### src/rtl/hwlock_pkg.sv
package hwlock_pkg;
  localparam int OWNER_W = 8;
  typedef logic [OWNER_W-1:0] owner_t;
  localparam owner_t OWNER_FREE = '0;
endpackage

### src/rtl/hwlock_decode.sv
module hwlock_decode #(
  parameter int ADDR_W    = 8,
  parameter int NUM_LOCKS = 6,
  parameter int IDX_W     = 3
) (
  input  logic                        valid_i,
  input  logic                        write_i,
  input  logic [ADDR_W-1:0]           addr_i,
  input  hwlock_pkg::owner_t          wdata_i,
  output logic                        rd_req_o,
  output logic                        wr_req_o,
  output logic                        in_range_o,
  output logic [IDX_W-1:0]            idx_o
);
  localparam int WIDX_W = ADDR_W - 2;
  localparam logic [WIDX_W-1:0] LIMIT = WIDX_W'(NUM_LOCKS);

  logic [WIDX_W-1:0] word_idx;

  always_comb begin
    word_idx   = addr_i[ADDR_W-1:2];
    in_range_o = (word_idx < LIMIT);
    idx_o      = word_idx[IDX_W-1:0];
    rd_req_o   = valid_i && !write_i;
    wr_req_o   = valid_i && write_i && in_range_o && (wdata_i != hwlock_pkg::OWNER_FREE);
  end
endmodule

### src/rtl/hwlock_prio.sv
module hwlock_prio #(
  parameter int N = 2
) (
  input  logic [N-1:0] req_i,
  output logic [N-1:0] grant_o
);
  logic found;

  always_comb begin
    grant_o = '0;
    found   = 1'b0;
    for (int p = 0; p < N; p++) begin
      if (req_i[p] && !found) begin
        grant_o[p] = 1'b1;
        found      = 1'b1;
      end
    end
  end
endmodule

### src/rtl/hwlock_cell.sv
module hwlock_cell #(
  parameter int NUM_PORTS = 2
) (
  input  logic                        clk,
  input  logic                        rst_n,
  input  logic [NUM_PORTS-1:0]        hit_i,
  input  logic [NUM_PORTS*8-1:0]      id_i,
  output hwlock_pkg::owner_t          lock_o
);
  import hwlock_pkg::*;

  logic [NUM_PORTS-1:0] grant;
  owner_t               win_id;
  owner_t               lock_q;
  owner_t               lock_d;
  logic                 upd;

  hwlock_prio #(.N(NUM_PORTS)) u_prio (
    .req_i   (hit_i),
    .grant_o (grant)
  );

  always_comb begin
    win_id = OWNER_FREE;
    for (int p = 0; p < NUM_PORTS; p++) begin
      if (grant[p]) win_id = win_id | id_i[p*OWNER_W +: OWNER_W];
    end
    upd = |grant;
    if (lock_q == OWNER_FREE)  lock_d = win_id;
    else if (win_id == lock_q) lock_d = OWNER_FREE;
    else                       lock_d = lock_q;
  end

  always_ff @(posedge clk or negedge rst_n) begin
    if (!rst_n)   lock_q <= OWNER_FREE;
    else if (upd) lock_q <= lock_d;
  end

  assign lock_o = lock_q;

  p_claim_free_r2: assert property (@(posedge clk) disable iff (!rst_n)
    (upd && lock_q == OWNER_FREE) |=> lock_q == $past(win_id));
  p_owner_release_r3: assert property (@(posedge clk) disable iff (!rst_n)
    (upd && lock_q != OWNER_FREE && win_id == lock_q) |=> lock_q == OWNER_FREE);
  p_foreign_keep_r4: assert property (@(posedge clk) disable iff (!rst_n)
    (upd && lock_q != OWNER_FREE && win_id != lock_q) |=> $stable(lock_q));
  p_idle_hold_r5: assert property (@(posedge clk) disable iff (!rst_n)
    !upd |=> $stable(lock_q));
  p_win_nonzero_r5: assert property (@(posedge clk) disable iff (!rst_n)
    upd |-> win_id != OWNER_FREE);
  p_single_grant_r8: assert property (@(posedge clk) disable iff (!rst_n)
    $onehot0(grant));
  p_grant_lowest_r8: assert property (@(posedge clk) disable iff (!rst_n)
    hit_i[0] |-> grant[0]);
endmodule

### src/rtl/hwlock_rdport.sv
module hwlock_rdport #(
  parameter int NUM_LOCKS = 6,
  parameter int IDX_W     = 3
) (
  input  logic                        clk,
  input  logic                        rst_n,
  input  logic                        rd_req_i,
  input  logic                        in_range_i,
  input  logic [IDX_W-1:0]            idx_i,
  input  logic [NUM_LOCKS*8-1:0]      lock_flat_i,
  output logic                        rsp_valid_o,
  output hwlock_pkg::owner_t          rsp_rdata_o
);
  import hwlock_pkg::*;

  owner_t sel;
  owner_t data_d;
  logic   valid_d;

  always_comb begin
    sel = OWNER_FREE;
    for (int l = 0; l < NUM_LOCKS; l++) begin
      if (idx_i == IDX_W'(l)) sel = lock_flat_i[l*OWNER_W +: OWNER_W];
    end
    valid_d = rd_req_i;
    data_d  = (rd_req_i && in_range_i) ? sel : OWNER_FREE;
  end

  always_ff @(posedge clk or negedge rst_n) begin
    if (!rst_n) begin
      rsp_valid_o <= 1'b0;
      rsp_rdata_o <= OWNER_FREE;
    end else begin
      rsp_valid_o <= valid_d;
      rsp_rdata_o <= data_d;
    end
  end

  p_rsp_follows_r9: assert property (@(posedge clk) disable iff (!rst_n)
    rd_req_i |=> rsp_valid_o);
  p_no_spurious_rsp_r9: assert property (@(posedge clk) disable iff (!rst_n)
    !rd_req_i |=> !rsp_valid_o);
  p_oob_read_zero_r6: assert property (@(posedge clk) disable iff (!rst_n)
    (rd_req_i && !in_range_i) |=> rsp_rdata_o == OWNER_FREE);
  p_quiet_zero_r11: assert property (@(posedge clk) disable iff (!rst_n)
    !rsp_valid_o |-> rsp_rdata_o == OWNER_FREE);
endmodule

### src/rtl/hwlock_bank.sv
module hwlock_bank #(
  parameter int NUM_PORTS = 2,
  parameter int NUM_LOCKS = 6,
  parameter int ADDR_W    = 8
) (
  input  logic                        clk,
  input  logic                        rst_n,
  input  logic [NUM_PORTS-1:0]        req_valid,
  input  logic [NUM_PORTS-1:0]        req_write,
  input  logic [NUM_PORTS*ADDR_W-1:0] req_addr,
  input  logic [NUM_PORTS*8-1:0]      req_wdata,
  output logic [NUM_PORTS-1:0]        rsp_valid,
  output logic [NUM_PORTS*8-1:0]      rsp_rdata
);
  import hwlock_pkg::*;

  localparam int IDX_W = (NUM_LOCKS > 1) ? $clog2(NUM_LOCKS) : 1;

  logic [NUM_PORTS-1:0]       rd_req;
  logic [NUM_PORTS-1:0]       wr_req;
  logic [NUM_PORTS-1:0]       in_range;
  logic [NUM_PORTS*IDX_W-1:0] idx_flat;
  logic [NUM_LOCKS*8-1:0]     lock_flat;

  for (genvar p = 0; p < NUM_PORTS; p++) begin : g_port
    hwlock_decode #(.ADDR_W(ADDR_W), .NUM_LOCKS(NUM_LOCKS), .IDX_W(IDX_W)) u_dec (
      .valid_i    (req_valid[p]),
      .write_i    (req_write[p]),
      .addr_i     (req_addr[p*ADDR_W +: ADDR_W]),
      .wdata_i    (req_wdata[p*OWNER_W +: OWNER_W]),
      .rd_req_o   (rd_req[p]),
      .wr_req_o   (wr_req[p]),
      .in_range_o (in_range[p]),
      .idx_o      (idx_flat[p*IDX_W +: IDX_W])
    );

    hwlock_rdport #(.NUM_LOCKS(NUM_LOCKS), .IDX_W(IDX_W)) u_rd (
      .clk         (clk),
      .rst_n       (rst_n),
      .rd_req_i    (rd_req[p]),
      .in_range_i  (in_range[p]),
      .idx_i       (idx_flat[p*IDX_W +: IDX_W]),
      .lock_flat_i (lock_flat),
      .rsp_valid_o (rsp_valid[p]),
      .rsp_rdata_o (rsp_rdata[p*OWNER_W +: OWNER_W])
    );
  end

  for (genvar l = 0; l < NUM_LOCKS; l++) begin : g_lock
    logic [NUM_PORTS-1:0] hit;

    always_comb begin
      for (int p = 0; p < NUM_PORTS; p++) begin
        hit[p] = wr_req[p] && (idx_flat[p*IDX_W +: IDX_W] == IDX_W'(l));
      end
    end

    hwlock_cell #(.NUM_PORTS(NUM_PORTS)) u_cell (
      .clk    (clk),
      .rst_n  (rst_n),
      .hit_i  (hit),
      .id_i   (req_wdata),
      .lock_o (lock_flat[l*OWNER_W +: OWNER_W])
    );
  end
endmodule

### config.mk
export PLATFORM = sky130hd
export DESIGN_NAME = hwlock_bank
export DESIGN_NICKNAME = d
export VERILOG_FILES = /design/src/rtl/hwlock_pkg.sv /design/src/rtl/hwlock_decode.sv /design/src/rtl/hwlock_prio.sv /design/src/rtl/hwlock_cell.sv /design/src/rtl/hwlock_rdport.sv /design/src/rtl/hwlock_bank.sv
export SDC_FILE = /design/constraint.sdc
export NUM_CORES = 1
export LEC_CHECK = 0
export BUFFER_PORTS_ARGS = -buffer_cell sky130_fd_sc_hd__buf_2
export CORE_UTILIZATION = 45
export CTS_BUF_LIST = sky130_fd_sc_hd__clkbuf_4 sky130_fd_sc_hd__clkbuf_8
export CTS_CLUSTER_SIZE = 20
export DETAILED_ROUTE_END_ITERATION = 12
export PLACE_DENSITY = 0.71
export SKIP_CTS_REPAIR_TIMING = 1
export SYNTH_ARGS = -nofsm -noshare
export SYNTH_HDL_FRONTEND = slang
export SYNTH_SLANG_ARGS = --single-unit
### constraint.sdc
create_clock -name clk -period 5.7 [get_ports clk]
set_input_delay 0.855 -clock clk [delete_from_list [all_inputs] [get_ports clk]]
set_output_delay 0.855 -clock clk [all_outputs]
set_load 0.02 [all_outputs]
# Word-level counts from Yosys, hierarchy flattened
# Index checks and enable logic that the tools add are counted.
[classes] n_bitwise=6 n_div=0 add_sub_neg=0 reduce_logical=64 multipliers=0 mux=50 shifts=0 n_lt_le_gt_ge=2 eq_ne=16
[op_table] cell="$mux W8" count=38
[op_table] cell="$eq A8 B8 Y1" count=6
[op_table] cell="$logic_not A8 Y1" count=6
[op_table] cell="$or A8 B8 Y8" count=6
[op_table] cell="$logic_and A1 B1 Y1" count=28
[op_table] cell="$reduce_bool A8 Y1" count=2
[op_table] cell="$eq A3 B2 Y1 const B" count=4
[op_table] cell="$eq A3 B3 Y1 const B" count=4
[op_table] cell="$lt A6 B3 Y1 const B" count=2
[op_table] cell="$mux W1" count=12
[op_table] cell="$reduce_and A2 Y1" count=6
[op_table] cell="$reduce_bool A2 Y1" count=6
[op_table] cell="$reduce_or A2 Y1" count=6
[op_table] cell="$logic_not A1 Y1" count=8
[op_table] cell="$eq A3 B1 Y1 const B" count=2
[op_table] cell="$logic_not A3 Y1" count=2
[totals] elab_cells=148 n_memories=0 latch_bits=0 in_bits=38 out_inout_bits=18 ramBits=0 ff_bits=66 mem_bits_ro=0

# Logic depth before layout (Yosys ltp)
# Gate-level depths: netlist of the first run.
[logic_depth] ltp_word=12 mapped_depth=11 mapped_depth_nobuf=7

# Cells and area by module
# Synthesis of the first run repeated with hierarchy kept, for this count alone.
[hier_totals] hier_cells=456 hier_area_um2=4936.0
[by_module_without_submodules] mod="hwlock_cell" seq_area_each_um2=200.2 area_each_um2=523.0 n_inst=6 cells_each=46
[by_module_without_submodules] mod="hwlock_rdport" seq_area_each_um2=225.2 area_each_um2=679.4 n_inst=2 cells_each=69
[by_module_without_submodules] mod="hwlock_decode" seq_area_each_um2=0.0 area_each_um2=81.3 n_inst=2 cells_each=9
[by_module_without_submodules] mod="hwlock_bank" seq_area_each_um2=0.0 area_each_um2=148.9 n_inst=1 cells_each=12
[by_module_without_submodules] mod="hwlock_prio" seq_area_each_um2=0.0 area_each_um2=21.3 n_inst=6 cells_each=2

# Worst setup path after synthesis of the first run
# Ideal clock, no wire load.
[synth_path] kind="input -> register" start="input port req_wdata[0]" end="register g_lock[4].u_cell.lock_q[2]" path_buffers=2 cell_stages=9 required_time_ns=5.555 arrival_ns=3.153 setup_slack_ns=2.402 setup_time_ns=0.145 path_cell_list="buf_4 -> or4_4 -> o211a_1 -> buf_6 -> a32o_2 -> a2111oi_4 -> a21oi_2 -> nor4_4 -> o22ai_1"
[synth_between] elab_chain_len=11
[synth_lines] item="start, declared" line="hwlock_bank.sv:11" text="input logic [NUM_PORTS*8-1:0] req_wdata,"
[synth_lines] item="$reduce_bool A8 Y1" line="hwlock_decode.sv:25" text="wr_req_o = valid_i && write_i && in_range_o && (wdata_i != hwlock_pkg::OWNER_FREE);"
[synth_lines] item="$logic_and A1 B1 Y1" line="hwlock_decode.sv:25"
[synth_lines] item="$logic_and A1 B1 Y1" line="hwlock_bank.sv:54" text="hit[p] = wr_req[p] && (idx_flat[p*IDX_W +: IDX_W] == IDX_W'(l));"
[synth_lines] item="$mux W1" line="hwlock_prio.sv:13" text="if (req_i[p] && !found) begin"
[synth_lines] item="$logic_not A1 Y1" line="hwlock_prio.sv:13"
[synth_lines] item="$logic_and A1 B1 Y1" line="hwlock_prio.sv:13"
[synth_lines] item="$mux W1" line="hwlock_prio.sv:13"
[synth_lines] item="$mux W8" line="hwlock_cell.sv:26" text="if (grant[p]) win_id = win_id | id_i[p*OWNER_W +: OWNER_W];"
[synth_lines] item="$eq A8 B8 Y1" line="hwlock_cell.sv:30" text="else if (win_id == lock_q) lock_d = OWNER_FREE;"
[synth_lines] item="$reduce_bool A2 Y1 (no line)"
[synth_lines] item="$reduce_and A2 Y1 (no line)"
[synth_lines] item="end signal, assigned" line="hwlock_cell.sv:36" text="else if (upd) lock_q <= lock_d;"
[synth_lines] item="end, declared" line="hwlock_cell.sv:14" text="owner_t lock_q;"
# Several ways; a longest one is shown, not always the timed one.
# A chain may end at the register's enable or synchronous reset.

# Worst setup path in the final report of the first run
[layout_path] start="input port req_wdata[5]" end="register g_lock[1].u_cell.lock_q[4]"
[layout_between] elab_chain_len=11
[layout_lines] item="$reduce_bool A8 Y1" line="hwlock_decode.sv:25"
[layout_lines] item="$logic_and A1 B1 Y1" line="hwlock_decode.sv:25"
[layout_lines] item="$logic_and A1 B1 Y1" line="hwlock_bank.sv:54"
[layout_lines] item="$mux W1" line="hwlock_prio.sv:13"
[layout_lines] item="$logic_not A1 Y1" line="hwlock_prio.sv:13"
[layout_lines] item="$logic_and A1 B1 Y1" line="hwlock_prio.sv:13"
[layout_lines] item="$mux W1" line="hwlock_prio.sv:13"
[layout_lines] item="$mux W8" line="hwlock_cell.sv:26"
[layout_lines] item="$eq A8 B8 Y1" line="hwlock_cell.sv:30"
[layout_lines] item="$reduce_bool A2 Y1 (no line)"
[layout_lines] item="$reduce_and A2 Y1 (no line)"
[layout_lines] item="end signal, assigned" line="hwlock_cell.sv:36"
[layout_lines] item="end, declared" line="hwlock_cell.sv:14"
# Several ways; a longest one is shown, not always the timed one.

==> impl_metrics.toml, run 1 <==
[cts]
clk_latency_ns = 0.39
cts_sinks = 66
cts-htree-levels = 3
clk_pin_slew_worst_paths_ns = 0.07
cts_tree = "built"
cts_buffer_depth = 2
cts-root-buf = "clkbuf_8"
cts_buffers = 9

[synthesis]
synth_edf_count = 0
synth_cell_types = 76
synthCells = 728
synth-seq-cells = 66
syn-num-nets = 766
async_flop_share_pct = 100
ys_warn_count = 0
ys_seq_area_share_pct = 28.7
syn-cell-area_um2 = 5760
synth_ff_type = "dfrtp_1"
syn_avg_cell_area_um2 = 7.91

[routing]
drt_iter0_drc = 755
wl_per_cell_um = 24.7
drt_wl_total_um = 22400
via_per_inst = 7.05
antenna_left = 0
drc = 0
vias = 6405
drt_first_pass_iters = 5

[finish]
layout_commonest_cell = "nor2_1"
fillCellCount = 1201
instances_no_fill = 908
areaGrowthSynthToFinish_pct = 7.76
drive_above_1_share_pct = 16.5
final_cell_mix = "70 x nor2_1, 66 x dfrtp_1, 59 x a21oi_1, 51 x buf_2, 50 x nand2_1"
fin_nets = 772

[sta]
period_share_pct = 71.2
finalCriticalPeriod_ns = 4.06
worst_pin_slew_ns = 1.05
fin_skew_ns = 0.0113
setup-violations-final = 0
max_freq_mhz = 246
hold_viol = 0
max_slew_margin_pct = 29.9
final_max_slew_viol_count = 0
rsz0062_at_grt = "false"
layout_setup_ws_ns = 1.64
fin_setup_tns_ns = 0

[min_path]
hp-start = "g_lock[2].u_cell.lock_o[3]"
hp-class = "reg2reg"
whs_path_depth = 1
min_to = "g_lock[2].u_cell.lock_o[3]"

[pwr]
power_density_nw_per_um2 = 249
irDropWorstVdd_uv = 135
p_sw_share_pct = 41.2
p_int_w = 0.000909
share_comb_of_total_power_pct = 32.8
clkPwrFrac_pct = 26.2
p_seq_share_pct = 40.9
leakagePower_nw = 2.43
power.switching_w = 0.000638

[critical_path]
crit_required_ns = 5.93
start_kind = "primary input"
r2r.worst_path.cells = 6
max_stage_delay_ns = 0.69
ff2ff_setup_slack_ns = 3.33
cp_max_fo = 21
critPathKind = "in2reg"
worstPathArrival_ns = 4.29
r2r-start = "g_lock[0].u_cell.lock_o[1]"
cp_slowest_cell = "nand4b_1"
endpoint_kind = "flip-flop"
r2r-end = "g_lock[0].u_cell.lock_o[2]"
crit_chain = "buf_2, or4_1, o211a_1, nand4b_1, mux2i_1, o221ai_1, a2111oi_0, a41oi_1"

[floorplanning]
ios = 56
die_w_um = 115
start_util_pct = 47.0
die_area_um2 = 13300
core_um2 = 12300
die_h_um = 115
fp-row-count = 40

[outcome]
status = "finished clean"

[grt]
grt_usage_pct = 35.5
grt_pass1_vias = 6085
grt_max_degree = 67
grt_pass1_wl_um = 35000
grt_overflow = 0
antenna_found_initial = 1

[placed_design]
globalplace.congestion = 1.02
dp.final_hpwl_um = 15700
dp_slack_ns = 1.37
dpl.cell_count = 891
port_buffers = 51

[job]
maxCapViolations = 0
[flip-flops by register name (all words and copies together) (netlist names)]
register,flops
g_lock.u_cell.lock_o,48
g_port.u_rd.rsp_valid_o,2
g_port.u_rd.rsp_rdata_o,16
[worst max path at each step]
stage / startpoint / endpoint / cells after the start
4_1_cts: req_wdata[5] / g_lock[1].u_cell.lock_o[4] / 8
3_3_place_gp: req_wdata[5] / g_lock[1].u_cell.lock_o[7] / 8
2_1_floorplan: req_wdata[0] / g_lock[4].u_cell.lock_o[2] / 9
6_report: req_wdata[5] / g_lock[1].u_cell.lock_o[4] / 8
5_1_grt: req_wdata[5] / g_lock[1].u_cell.lock_o[4] / 8
3_5_place_dp: req_wdata[5] / g_lock[1].u_cell.lock_o[4] / 8
[power groups by stage]
| stage | Combinational (W) | Sequential, W | Clock (W) |
|---|---|---|---|
| global route | 0.000556 | 0.000636 | 0.000435 |
| finish | 0.000508 | 0.000633 | 0.000406 |
| global placement | 0.000479 | 0.000634 | 0 |
| floorplan | 0.000393 | 0.000570 | 0 |
| detailed placement | 0.000495 | 0.000634 | 0 |
| CTS | 0.000498 | 0.000626 | 0.000414 |
[critical path, delay by kind of cell]
kind | cells | cell delay, ns
simple gates | 2 | 1.31
compound gates | 4 | 1.39
mux | 1 | 0.47
buf+inv | 1 | 0.25
[synth_stat cells (8+ instances only)]
cell / n / area share (%)
xor2_1: 8 / 1.2
nor3_1: 14 / 1.2
buf_1: 9 / 0.59
nand2_1: 50 / 3.3
o22ai_1: 19 / 2.1
nand4_1: 19 / 2.1
mux2_2: 21 / 4.1
nor4_1: 21 / 2.3
o21ai_0: 27 / 2.3
nand3_1: 35 / 3.0
clkbuf_1: 38 / 2.5
a221oi_1: 10 / 1.5
inv_1: 26 / 1.7
a31oi_1: 20 / 2.2
nor2_1: 70 / 4.6
a21oi_1: 59 / 5.1
xnor2_1: 24 / 3.6
nor2b_1: 8 / 0.87
dfrtp_1: 66 / 29
a22oi_1: 32 / 4.2
buf_2: 12 / 1.0
and3_1: 9 / 0.98
[metal layers]
layer  global-route usage, %  up-vias  routed length (µm)
met5                       0        -                   0
met4                    22.1        0                1260
met3                    9.59      107                2900
met2                    51.8      515                9450
met1                    46.6     2998                8820
li1                        -     2785                   -
[through the flow]
stage	util, %	total power [W]	hold WS (ns)	cell area [µm²]
2_1_floorplan	-	0.000963	0.521	5760
3_3_place_gp	49.0	0.00111	0.576	6010
3_5_place_dp	49.0	0.00113	0.587	6010
4_1_cts	50.6	0.00154	0.602	6200
5_1_grt	50.6	0.00163	0.645	6200
6_report	50.6	0.00155	0.602	6210
[kinds of logic (layout without fill, tap and decap cells)]
family	Yosys count	in the layout	synth area share (%)
multiplexers	27	27	5.37
AO/OA/AOI/OAI	236	236	28.2
other	0	1	0
buffers and inverters	92	103	6.91
AND/OR/NAND/NOR	275	275	26.0
flip-flops	66	66	28.7
XOR/XNOR	32	32	4.87
[cell type report]
class | count | area [µm²] | area share, %
multi-input combinational | 570 | 3720 | 59.9
sequential | 66 | 1650 | 26.6
timing repair buffer | 61 | 330 | 5.32
tap | 168 | 210 | 3.39
clock buffer | 11 | 139 | 2.24
inverter | 26 | 97.6 | 1.57
clock inverter | 5 | 55.1 | 0.887
antenna | 1 | 2.50 | 0.0403
Note: power is estimated with default switching activity, not from simulation.
==> run 2, diff against run 1 <==
Clock period 5.7 ns to 3.78 ns, I/O delays scaled along.
==> run 2 against run 1 <==
  * Count of clock-buffer cells in the layout unchanged
  * Clock power rose by 51%
  * Sequential power grew 50%
  * Sequential share of layout area fell by 0.88 points
  * Die area is the same
  * Sequential cell count stayed put
  * Non-clock buffer count increased by 28
  * Largest power group unchanged
==> impl_metrics.toml, run 2 (same netlist as run 1, synthesis figures left out) <==
[sta]
period_share_pct = 83.1
fin_setup_tns_ns = 0
worst_pin_slew_ns = 0.978
max_freq_mhz = 318
hold_viol = 0
finalCriticalPeriod_ns = 3.14
final_max_slew_viol_count = 0
rsz0062_at_grt = "false"
max_slew_margin_pct = 34.3
fin_skew_ns = 0.0110
setup-violations-final = 0
layout_setup_ws_ns = 0.637

[finish]
areaGrowthSynthToFinish_pct = 11.4
largest_reg_flops = 48
antenna_cells = 0
final_cell_mix = "70 x nor2_1, 66 x dfrtp_1, 59 x a21oi_1, 51 x buf_2, 50 x nand2_1"
layout_commonest_cell = "nor2_1"
fillCellCount = 1188
drive_above_1_share_pct = 19.6
finish.utilization_pct = 52.3
multiInputGateArea_um2 = 3720
fin_nets = 800
design_area_um2 = 6420
seq_area_um2 = 1650

[critical_path]
r2r.worst_path.cells = 7
ff2ff_setup_slack_ns = 1.39
r2r-start = "g_lock[4].u_cell.lock_o[7]"
r2r-end = "g_lock[4].u_cell.lock_o[6]"
worstPathArrival_ns = 3.37
start_kind = "primary input"
crit_required_ns = 4.00
endpoint_kind = "flip-flop"
critPathKind = "in2reg"
cp_max_fo = 11

[pwr]
p_sw_share_pct = 40.4
power.switching_w = 0.000956
power_density_nw_per_um2 = 369
irDropWorstVdd_uv = 188
clkPwrFrac_pct = 25.9
leakagePower_nw = 2.58
finalPower_w = 0.00237
share_comb_of_total_power_pct = 33.9
p_int_w = 0.00141
p_seq_share_pct = 40.2

[routing]
drt_iter0_drc = 895
drc = 0
drt_first_pass_iters = 7
antenna_left = 0
vias = 6461
wl_per_cell_um = 24.5
drt_wl_total_um = 22900
via_per_inst = 6.91

[grt]
grt_pass1_vias = 6025
grt_usage_pct = 36.1
grt_max_degree = 35
grt_overflow = 0
antenna_found_initial = 0
grt_pass1_wl_um = 35300

[floorplanning]
start_util_pct = 47.0
die_w_um = 115
ios = 56
die_area_um2 = 13300
fp-row-count = 40
core_um2 = 12300
die_h_um = 115

[placed_design]
globalplace.congestion = 0.995
dp.final_hpwl_um = 16800
placed_cell_area_um2 = 6220
port_buffers = 51
dp_slack_ns = 0.292

[cts]
cts_sinks = 66
clk_pin_slew_worst_paths_ns = 0.08
cts_buffer_depth = 2
cts-htree-levels = 3
cts_tree = "built"
clk_latency_ns = 0.37
cts_buffers = 9
cts-root-buf = "clkbuf_8"

[min_path]
hp-class = "in2async"

[outcome]
status = "finished clean"

[job]
maxCapViolations = 0
[run 2: layout make-up]
type	instances	share of cell area, %
clock buffers	11	2.26
clock inverters	5	0.838
inverters	26	1.52
multi-input cells	570	58.0
flip-flops and latches	66	25.7
well taps	168	3.27
repair buffers	89	8.42
[run 2: per-stage QoR]
stage	hold WS, ns	cells
2_1_floorplan	0.271	728
5_1_grt	0.314	935
3_3_place_gp	0.588	919
3_5_place_dp	0.591	919
4_1_cts	0.285	935
6_report	0.258	935
[run 2: power by group through the flow]
stage	Combinational, W	Sequential, W	Clock (W)
2_1_floorplan	0.000592	0.000860	0
4_1_cts	0.000785	0.000941	0.000623
5_1_grt	0.000873	0.000955	0.000657
3_3_place_gp	0.000759	0.000954	0
6_report	0.000802	0.000951	0.000614
3_5_place_dp	0.000781	0.000953	0
[run 2: worst max path at each step]
stage / to / slack [ns] / start
floorplan: g_lock[4].u_cell.lock_o[2] / 0.77 / req_wdata[0]
finish: g_lock[1].u_cell.lock_o[4] / 0.64 / req_wdata[4]
global route: g_lock[1].u_cell.lock_o[4] / 0.41 / req_wdata[4]
global placement: g_lock[1].u_cell.lock_o[4] / 0.40 / req_wdata[4]
CTS: g_lock[1].u_cell.lock_o[6] / 0.69 / req_wdata[4]
detailed placement: g_lock[1].u_cell.lock_o[0] / 0.29 / req_wdata[4]
[run 2: critical path, cell delays in order]
cell       delay (ns)
buf_2            0.18
or4_1            0.57
o211a_1          0.41
nand4b_1         0.39
mux2i_1          0.27
o221ai_1         0.13
a2111oi_0        0.65
a41oi_1          0.20
[run 2: per-layer routing]
layer  up-vias  share of wire, %  global-route usage [%]
li1       2827                 -                       -
met1      3062                39                    47.4
met2       472                43                    53.7
met3       100                13                    9.28
met4         0               5.4                    21.0
met5         -                 0                       0
